--- src/rtl/xfer_pkg.sv ---
package xfer_pkg;

    localparam int GROUP_SIZE = 2;
    localparam int NUM_GROUPS = 2;
    localparam int SEL_W      = 2;

    typedef enum logic [SEL_W-1:0] {
        SRC_SLOT0 = 2'd0,
        SRC_SLOT1 = 2'd1,
        SRC_EXT   = 2'd2,
        SRC_IDLE  = 2'd3
    } src_sel_e;

    function automatic logic sel_drives(input src_sel_e sel);
        return sel != SRC_IDLE;
    endfunction

    function automatic logic [GROUP_SIZE-1:0] gate_mask(
        input logic                  active,
        input logic [GROUP_SIZE-1:0] mask
    );
        return mask & {GROUP_SIZE{active}};
    endfunction

endpackage

--- src/rtl/xfer_src_mux.sv ---
module xfer_src_mux
    import xfer_pkg::*;
#(
    parameter int WIDTH = 8
) (
    input  logic [GROUP_SIZE-1:0][WIDTH-1:0] grp_q,
    input  logic [WIDTH-1:0]                 ext_in,
    input  logic [SEL_W-1:0]                 sel,
    output logic [WIDTH-1:0]                 bus_data,
    output logic                             bus_active
);

    src_sel_e sel_e;

    always_comb begin
        sel_e      = src_sel_e'(sel);
        bus_active = sel_drives(sel_e);
        unique case (sel_e)
            SRC_SLOT0: bus_data = grp_q[0];
            SRC_SLOT1: bus_data = grp_q[1];
            SRC_EXT:   bus_data = ext_in;
            default:   bus_data = '0;
        endcase
    end

endmodule

--- src/rtl/xfer_group_regs.sv ---
module xfer_group_regs
    import xfer_pkg::*;
#(
    parameter int WIDTH = 8
) (
    input  logic                             clk,
    input  logic                             rst,
    input  logic [WIDTH-1:0]                 bus_data,
    input  logic                             bus_active,
    input  logic [GROUP_SIZE-1:0]            wen,
    output logic [GROUP_SIZE-1:0][WIDTH-1:0] grp_q
);

    logic [GROUP_SIZE-1:0] write_now;
    logic [WIDTH-1:0]      slot_r [GROUP_SIZE];

    assign write_now = gate_mask(bus_active, wen);

    for (genvar i = 0; i < GROUP_SIZE; i++) begin : g_slot
        always_ff @(posedge clk) begin
            if (rst) begin
                slot_r[i] <= '0;
            end else if (write_now[i]) begin
                slot_r[i] <= bus_data;
            end
        end
        assign grp_q[i] = slot_r[i];

        // an unwritten slot holds its value
        a_r5_slot_hold: assert property (@(posedge clk) disable iff (rst)
            !write_now[i] |=> $stable(slot_r[i]));
    end

endmodule

--- src/rtl/reg_xfer_net.sv ---
module reg_xfer_net
    import xfer_pkg::*;
#(
    parameter int WIDTH = 8
) (
    input  logic             clk,
    input  logic             rst,
    input  logic [WIDTH-1:0] ext_in,
    input  logic [1:0]       lo_to_hi_sel,
    input  logic [1:0]       lo_to_hi_wen,
    input  logic [1:0]       hi_to_lo_sel,
    input  logic [1:0]       hi_to_lo_wen,
    output logic [WIDTH-1:0] q_lo0,
    output logic [WIDTH-1:0] q_lo1,
    output logic [WIDTH-1:0] q_hi0,
    output logic [WIDTH-1:0] q_hi1
);

    // index 0 = low group, index 1 = high group
    logic [NUM_GROUPS-1:0][GROUP_SIZE-1:0][WIDTH-1:0] group_q;
    logic [NUM_GROUPS-1:0][SEL_W-1:0]                 sel_from;
    logic [NUM_GROUPS-1:0][GROUP_SIZE-1:0]            wen_into;
    logic [NUM_GROUPS-1:0][WIDTH-1:0]                 bus_data;
    logic [NUM_GROUPS-1:0]                            bus_active;

    assign sel_from[0] = lo_to_hi_sel;
    assign sel_from[1] = hi_to_lo_sel;
    assign wen_into[1] = lo_to_hi_wen;
    assign wen_into[0] = hi_to_lo_wen;

    for (genvar g = 0; g < NUM_GROUPS; g++) begin : g_group
        localparam int OTHER = NUM_GROUPS - 1 - g;

        xfer_src_mux #(.WIDTH(WIDTH)) u_mux (
            .grp_q      (group_q[g]),
            .ext_in     (ext_in),
            .sel        (sel_from[g]),
            .bus_data   (bus_data[g]),
            .bus_active (bus_active[g])
        );

        xfer_group_regs #(.WIDTH(WIDTH)) u_regs (
            .clk        (clk),
            .rst        (rst),
            .bus_data   (bus_data[OTHER]),
            .bus_active (bus_active[OTHER]),
            .wen        (wen_into[g]),
            .grp_q      (group_q[g])
        );
    end

    assign q_lo0 = group_q[0][0];
    assign q_lo1 = group_q[0][1];
    assign q_hi0 = group_q[1][0];
    assign q_hi1 = group_q[1][1];

    a_r1_reset_zero: assert property (@(posedge clk)
        rst |=> (q_lo0 == '0 && q_lo1 == '0 && q_hi0 == '0 && q_hi1 == '0));

    a_r2_lo1_to_hi0: assert property (@(posedge clk) disable iff (rst)
        (lo_to_hi_sel == 2'd1 && lo_to_hi_wen[0]) |=> q_hi0 == $past(q_lo1));

    a_r3_ext_to_hi1: assert property (@(posedge clk) disable iff (rst)
        (lo_to_hi_sel == 2'd2 && lo_to_hi_wen[1]) |=> q_hi1 == $past(ext_in));

    a_r4_idle_keeps_hi: assert property (@(posedge clk) disable iff (rst)
        (lo_to_hi_sel == 2'd3) |=> ($stable(q_hi0) && $stable(q_hi1)));

    a_r7_idle_keeps_lo: assert property (@(posedge clk) disable iff (rst)
        (hi_to_lo_sel == 2'd3) |=> ($stable(q_lo0) && $stable(q_lo1)));

    a_r8_swap: assert property (@(posedge clk) disable iff (rst)
        (lo_to_hi_sel == 2'd0 && lo_to_hi_wen == 2'b01 &&
         hi_to_lo_sel == 2'd0 && hi_to_lo_wen == 2'b01)
        |=> (q_hi0 == $past(q_lo0) && q_lo0 == $past(q_hi0)));

endmodule

--- config.mk ---
export PLATFORM = sky130hd
export DESIGN_NAME = reg_xfer_net
export DESIGN_NICKNAME = d
export VERILOG_FILES = /design/src/rtl/xfer_pkg.sv /design/src/rtl/xfer_src_mux.sv /design/src/rtl/xfer_group_regs.sv /design/src/rtl/reg_xfer_net.sv
export SDC_FILE = /design/constraint.sdc
export NUM_CORES = 1
export LEC_CHECK = 0
export BUFFER_PORTS_ARGS = -buffer_cell sky130_fd_sc_hd__buf_2
export CORE_MARGIN = 1
export CORE_UTILIZATION = 54
export CTS_CLUSTER_SIZE = 28
export DETAILED_ROUTE_END_ITERATION = 7
export PLACE_DENSITY = 0.84
export SLEW_MARGIN = 20
export SYNTH_ARGS = -nofsm -noshare
export SYNTH_HDL_FRONTEND = slang
export SYNTH_SLANG_ARGS = --single-unit
--- constraint.sdc ---
create_clock -name clk -period 2.55 [get_ports clk]
set_input_delay 0 -clock clk [delete_from_list [all_inputs] [get_ports clk]]
set_output_delay 0 -clock clk [all_outputs]
set_load 0.02 [all_outputs]
==> flow_summary.html <==
<table>
<tr><th>Metric</th><th>Value</th></tr>
<tr><th colspan="2">STA</th></tr>
<tr><td>Setup-violating endpoint count in the final report</td><td>0</td></tr>
<tr><td>Post-Route Setup TNS</td><td>0 ps</td></tr>
<tr><td>Slew at the pin with the worst max-slew slack</td><td>460.1 ps</td></tr>
<tr><td>Max Clk Rate</td><td>0.7929 GHz</td></tr>
<tr><td>Crit share post-route</td><td>0.4946</td></tr>
<tr><td>Final Critical Period</td><td>1261 ps</td></tr>
<tr><td>Largest clock skew in the final design</td><td>8.926 ps</td></tr>
<tr><td>Setup repair after global routing missed its margin</td><td>no</td></tr>
<tr><td>Worst rel slew slack</td><td>0.6932</td></tr>
<tr><td>Max Slew Vio Count</td><td>0</td></tr>
<tr><td>Number of hold violations in the final report</td><td>0</td></tr>
<tr><th colspan="2">Floorplanning</th></tr>
<tr><td>Effective utilization at floorplan</td><td>0.5722</td></tr>
<tr><td>Die area</td><td>0.003169 mm^2</td></tr>
<tr><td>Number of ports placed on the die boundary</td><td>50</td></tr>
<tr><td>Placeable Area</td><td>0.002781 mm^2</td></tr>
<tr><td>Chip Height</td><td>56.29 um</td></tr>
<tr><td>Overall die width</td><td>56.29 um</td></tr>
<tr><td>Num rows</td><td>19</td></tr>
<tr><th colspan="2">Worst setup path</th></tr>
<tr><td>Data arrival, critical path</td><td>1360 ps</td></tr>
<tr><td>Startpoint type of the worst setup path</td><td>register</td></tr>
<tr><td>Cell-by-cell trace of the critical path</td><td>and2b_1 -&gt; a211oi_1 -&gt; nor3_1</td></tr>
<tr><td>Biggest cell delay along the critical path</td><td>430 ps</td></tr>
<tr><td>Crit end category</td><td>register</td></tr>
<tr><td>Worst endpoint required time</td><td>2640 ps</td></tr>
<tr><td>Maximum fanout count along the critical path</td><td>2</td></tr>
<tr><td>Startpoint-to-endpoint class of the critical path</td><td>reg2reg</td></tr>
<tr><td>Worst path slowest cell</td><td>sky130_fd_sc_hd__edfxtp_1</td></tr>
<tr><th colspan="2">Cells and area</th></tr>
<tr><td>Fraction of the core area covered by cells at the end of the flow</td><td>0.6923</td></tr>
<tr><td>Share of cells above drive strength 1</td><td>0.3425</td></tr>
<tr><td>Commonest non-fill, non-tap cells in the layout</td><td>sky130_fd_sc_hd__buf_2, sky130_fd_sc_hd__nor3_1, sky130_fd_sc_hd__edfxtp_1, sky130_fd_sc_hd__a211oi_1, sky130_fd_sc_hd__nor2b_1</td></tr>
<tr><td>Reg with most FFs</td><td>g_group.u_regs.slot_r</td></tr>
<tr><td>Leading cell type in the layout, fill and taps excluded</td><td>sky130_fd_sc_hd__buf_2</td></tr>
<tr><td>Post-layout nets</td><td>198</td></tr>
<tr><td>Layout overhead on the synthesized area</td><td>20.99%</td></tr>
<tr><td>Cell area after layout</td><td>0.001926 mm^2</td></tr>
<tr><td>Antenna diode instance count</td><td>0</td></tr>
<tr><td>Number of flip-flops in the largest register</td><td>32</td></tr>
<tr><td>Registers with the highest flip-flop counts</td><td>g_group.u_regs.slot_r: 32 flops</td></tr>
<tr><th colspan="2">Yosys</th></tr>
<tr><td>Avg Synthesized Cell Area</td><td>12.43 um^2</td></tr>
<tr><td>Mapped Nets</td><td>146</td></tr>
<tr><td>Post-synthesis instance area</td><td>0.001592 mm^2</td></tr>
<tr><td>Sequential-to-total area share from yosys stat</td><td>0.6038</td></tr>
<tr><td>Flop and latch count out of synthesis</td><td>32</td></tr>
<tr><td>Number of cells produced by synthesis</td><td>128</td></tr>
<tr><td>Warning count from the yosys run</td><td>0</td></tr>
<tr><td>Number of distinct library cells after synthesis</td><td>17</td></tr>
<tr><th colspan="2">Pwr</th></tr>
<tr><td>Switching part of the total power</td><td>0.2770</td></tr>
<tr><td>Power spent charging and discharging nets</td><td>342.4 uW</td></tr>
<tr><td>Internal power consumption</td><td>893.5 uW</td></tr>
<tr><td>Sequential power share</td><td>0.519</td></tr>
<tr><td>Power share of the combinational group</td><td>0.176</td></tr>
<tr><td>Fraction of power consumed by the clock network</td><td>0.305</td></tr>
<tr><td>Maximum resistive drop on vdd</td><td>0.5171 mV</td></tr>
<tr><td>Pwr/cell area</td><td>641.8 mW/mm^2</td></tr>
<tr><td>Lkg Pwr</td><td>0.0008307 uW</td></tr>
<tr><th colspan="2">Clocking</th></tr>
<tr><td>Resized Gates After CTS</td><td>0</td></tr>
<tr><td>CTS Buffer Depth</td><td>2</td></tr>
<tr><td>CTS tree</td><td>yes</td></tr>
<tr><td>Root cell of the clock tree</td><td>sky130_fd_sc_hd__clkbuf_4</td></tr>
<tr><td>Hold buffer count at CTS</td><td>0</td></tr>
<tr><td>H-tree level count</td><td>2</td></tr>
<tr><td>Clock latency at the later pin of the worst-skew pair</td><td>340 ps</td></tr>
<tr><td>TritonCTS sink count</td><td>32</td></tr>
<tr><td>Post-CTS clock slew at the launch and capture registers of the worst setup and hold paths</td><td>100 ps</td></tr>
<tr><td>Number of buffers added by the clock tree synthesis step</td><td>5</td></tr>
<tr><td>Post-CTS setup-driven buffer insertion count</td><td>0</td></tr>
<tr><th colspan="2">Job</th></tr>
<tr><td>MaxCap Viol Count</td><td>0</td></tr>
<tr><th colspan="2">Run status</th></tr>
<tr><td>Result of the run</td><td>finished, final reports clean</td></tr>
<tr><th colspan="2">Routing</th></tr>
<tr><td>Total vias in the final route</td><td>1,288</td></tr>
<tr><td>1st-iter DRT viols</td><td>42</td></tr>
<tr><td>DRC viols</td><td>0</td></tr>
<tr><td>Routed len/inst</td><td>18.90 um</td></tr>
<tr><td>Total length of routed wires</td><td>4007 um</td></tr>
<tr><td>Routed via count divided by cell count</td><td>6.075</td></tr>
<tr><td>Post-route antenna net violation count</td><td>0</td></tr>
<tr><td>Number of detailed-route iterations in the first pass</td><td>4</td></tr>
<tr><th colspan="2">GRT</th></tr>
<tr><td>Largest net degree at the start of global routing</td><td>19</td></tr>
<tr><td>Antenna violations before repair</td><td>0</td></tr>
<tr><td>Aggregate global-route resource usage</td><td>0.2768</td></tr>
<tr><td>Number of global-route vias before repair</td><td>1,251</td></tr>
<tr><td>Met1 global-route usage</td><td>0.3469</td></tr>
<tr><td>Met2 global-route usage</td><td>0.4269</td></tr>
<tr><td>Global routing usage on met3</td><td>0.1152</td></tr>
<tr><td>Overflow left after global routing</td><td>0</td></tr>
<tr><td>Global-route wire length before repair</td><td>6216 um</td></tr>
<tr><td>Most used routing layer in global routing</td><td>met2</td></tr>
<tr><th colspan="2">Placement</th></tr>
<tr><td>Post-DP HPWL</td><td>2654 um</td></tr>
<tr><td>Placer congestion estimate</td><td>0.7203</td></tr>
<tr><td>Quantity of I/O buffers inserted on ports</td><td>49</td></tr>
<tr><td>Instance area after placement</td><td>0.001851 mm^2</td></tr>
<tr><th colspan="2">Worst hold path</th></tr>
<tr><td>Hold crit path type</td><td>in2reg</td></tr>
</table>
==> synthesized netlist by cell type <==
cell / count / area, um^2
sky130_fd_sc_hd__inv_2: 1 / 3.750
sky130_fd_sc_hd__nand2_4: 1 / 11.26
sky130_fd_sc_hd__buf_4: 2 / 15.01
sky130_fd_sc_hd__a21boi_0: 8 / 60.06
sky130_fd_sc_hd__and2b_1: 5 / 37.54
sky130_fd_sc_hd__edfxtp_1: 32 / 960.9
sky130_fd_sc_hd__nor2_1: 5 / 18.77
sky130_fd_sc_hd__a21boi_1: 3 / 22.52
sky130_fd_sc_hd__a21o_1: 4 / 30.03
sky130_fd_sc_hd__nand2_2: 1 / 6.260
sky130_fd_sc_hd__buf_2: 2 / 10.01
sky130_fd_sc_hd__a211oi_1: 16 / 120.1
sky130_fd_sc_hd__inv_1: 1 / 3.750
sky130_fd_sc_hd__nor2b_1: 11 / 68.82
sky130_fd_sc_hd__nor3_1: 32 / 160.2
sky130_fd_sc_hd__nand3b_2: 2 / 22.52
sky130_fd_sc_hd__nand3b_4: 2 / 40.04
==> metal layers <==
layer | routed length, um | vias up
met5 | 0 | -
met4 | 75 | 0
met3 | 465 | 8
met2 | 1983 | 80
met1 | 1483 | 599
li1 | - | 601
==> path summary, 6_finish.rpt <==
check | from | depth (start not counted) | to | slack (ps)
worst max-delay path | g_group[1].u_regs.slot_r[0][4] | 3 | g_group[0].u_regs.slot_r[0][4] | 1290
worst min register to register | g_group[0].u_regs.slot_r[1][0] | 2 | g_group[1].u_regs.slot_r[1][0] | 660
worst min-delay path | ext_in[2] | 3 | g_group[1].u_regs.slot_r[1][2] | 60
worst max register to register | g_group[1].u_regs.slot_r[0][4] | 3 | g_group[0].u_regs.slot_r[0][4] | 1290
==> per-stage QoR <==
step,power (uW),hold WS (ps),worst slack [ps],std cells
4_1_cts,1241,48.70,1297,212
5_1_grt,1278,82.84,1200,212
2_1_floorplan,786.6,292.5,1291,128
3_5_place_dp,868.5,417.0,1324,204
3_3_place_gp,861.2,405.8,1353,204
6_report,1236,62.27,1289,212
==> logic make-up (layout without fill, tap and decap cells) <==
group	count (synthesis)	in the layout	synth area share
AO/OA/AOI/OAI	31	31	0.1462
buffers and inverters	6	59	0.02043
flip-flops	32	32	0.6038
AND/OR/NAND/NOR	59	59	0.2296
==> cell type report <==
cell class	count	area [um^2]
sequential	32	960.9
fill	215	855.8
clock inverter	3	37.54
tap	31	38.79
timing repair buffer	49	245.2
clock buffer	5	37.54
multi-input combinational	90	598.1
inverter	2	7.507
==> critical path, delay by kind of cell, from the launching register on <==
| kind | cells | cell delay (ps) |
|---|---|---|
| and+or+nand+nor | 2 | 270 |
| AOI/OAI and AO/OA | 1 | 310 |
| DFF | 1 | 430 |
==> power by group through the flow <==
stage | clock network, uW | logic [uW] | registers [uW]
global route | 399 | 234 | 645
CTS | 383 | 218 | 640
detailed placement | 0 | 217 | 652
finish | 377 | 218 | 641
floorplan | 0 | 85.9 | 701
global placement | 0 | 211 | 650
No activity file was read; power rests on OpenSTA's default activity.
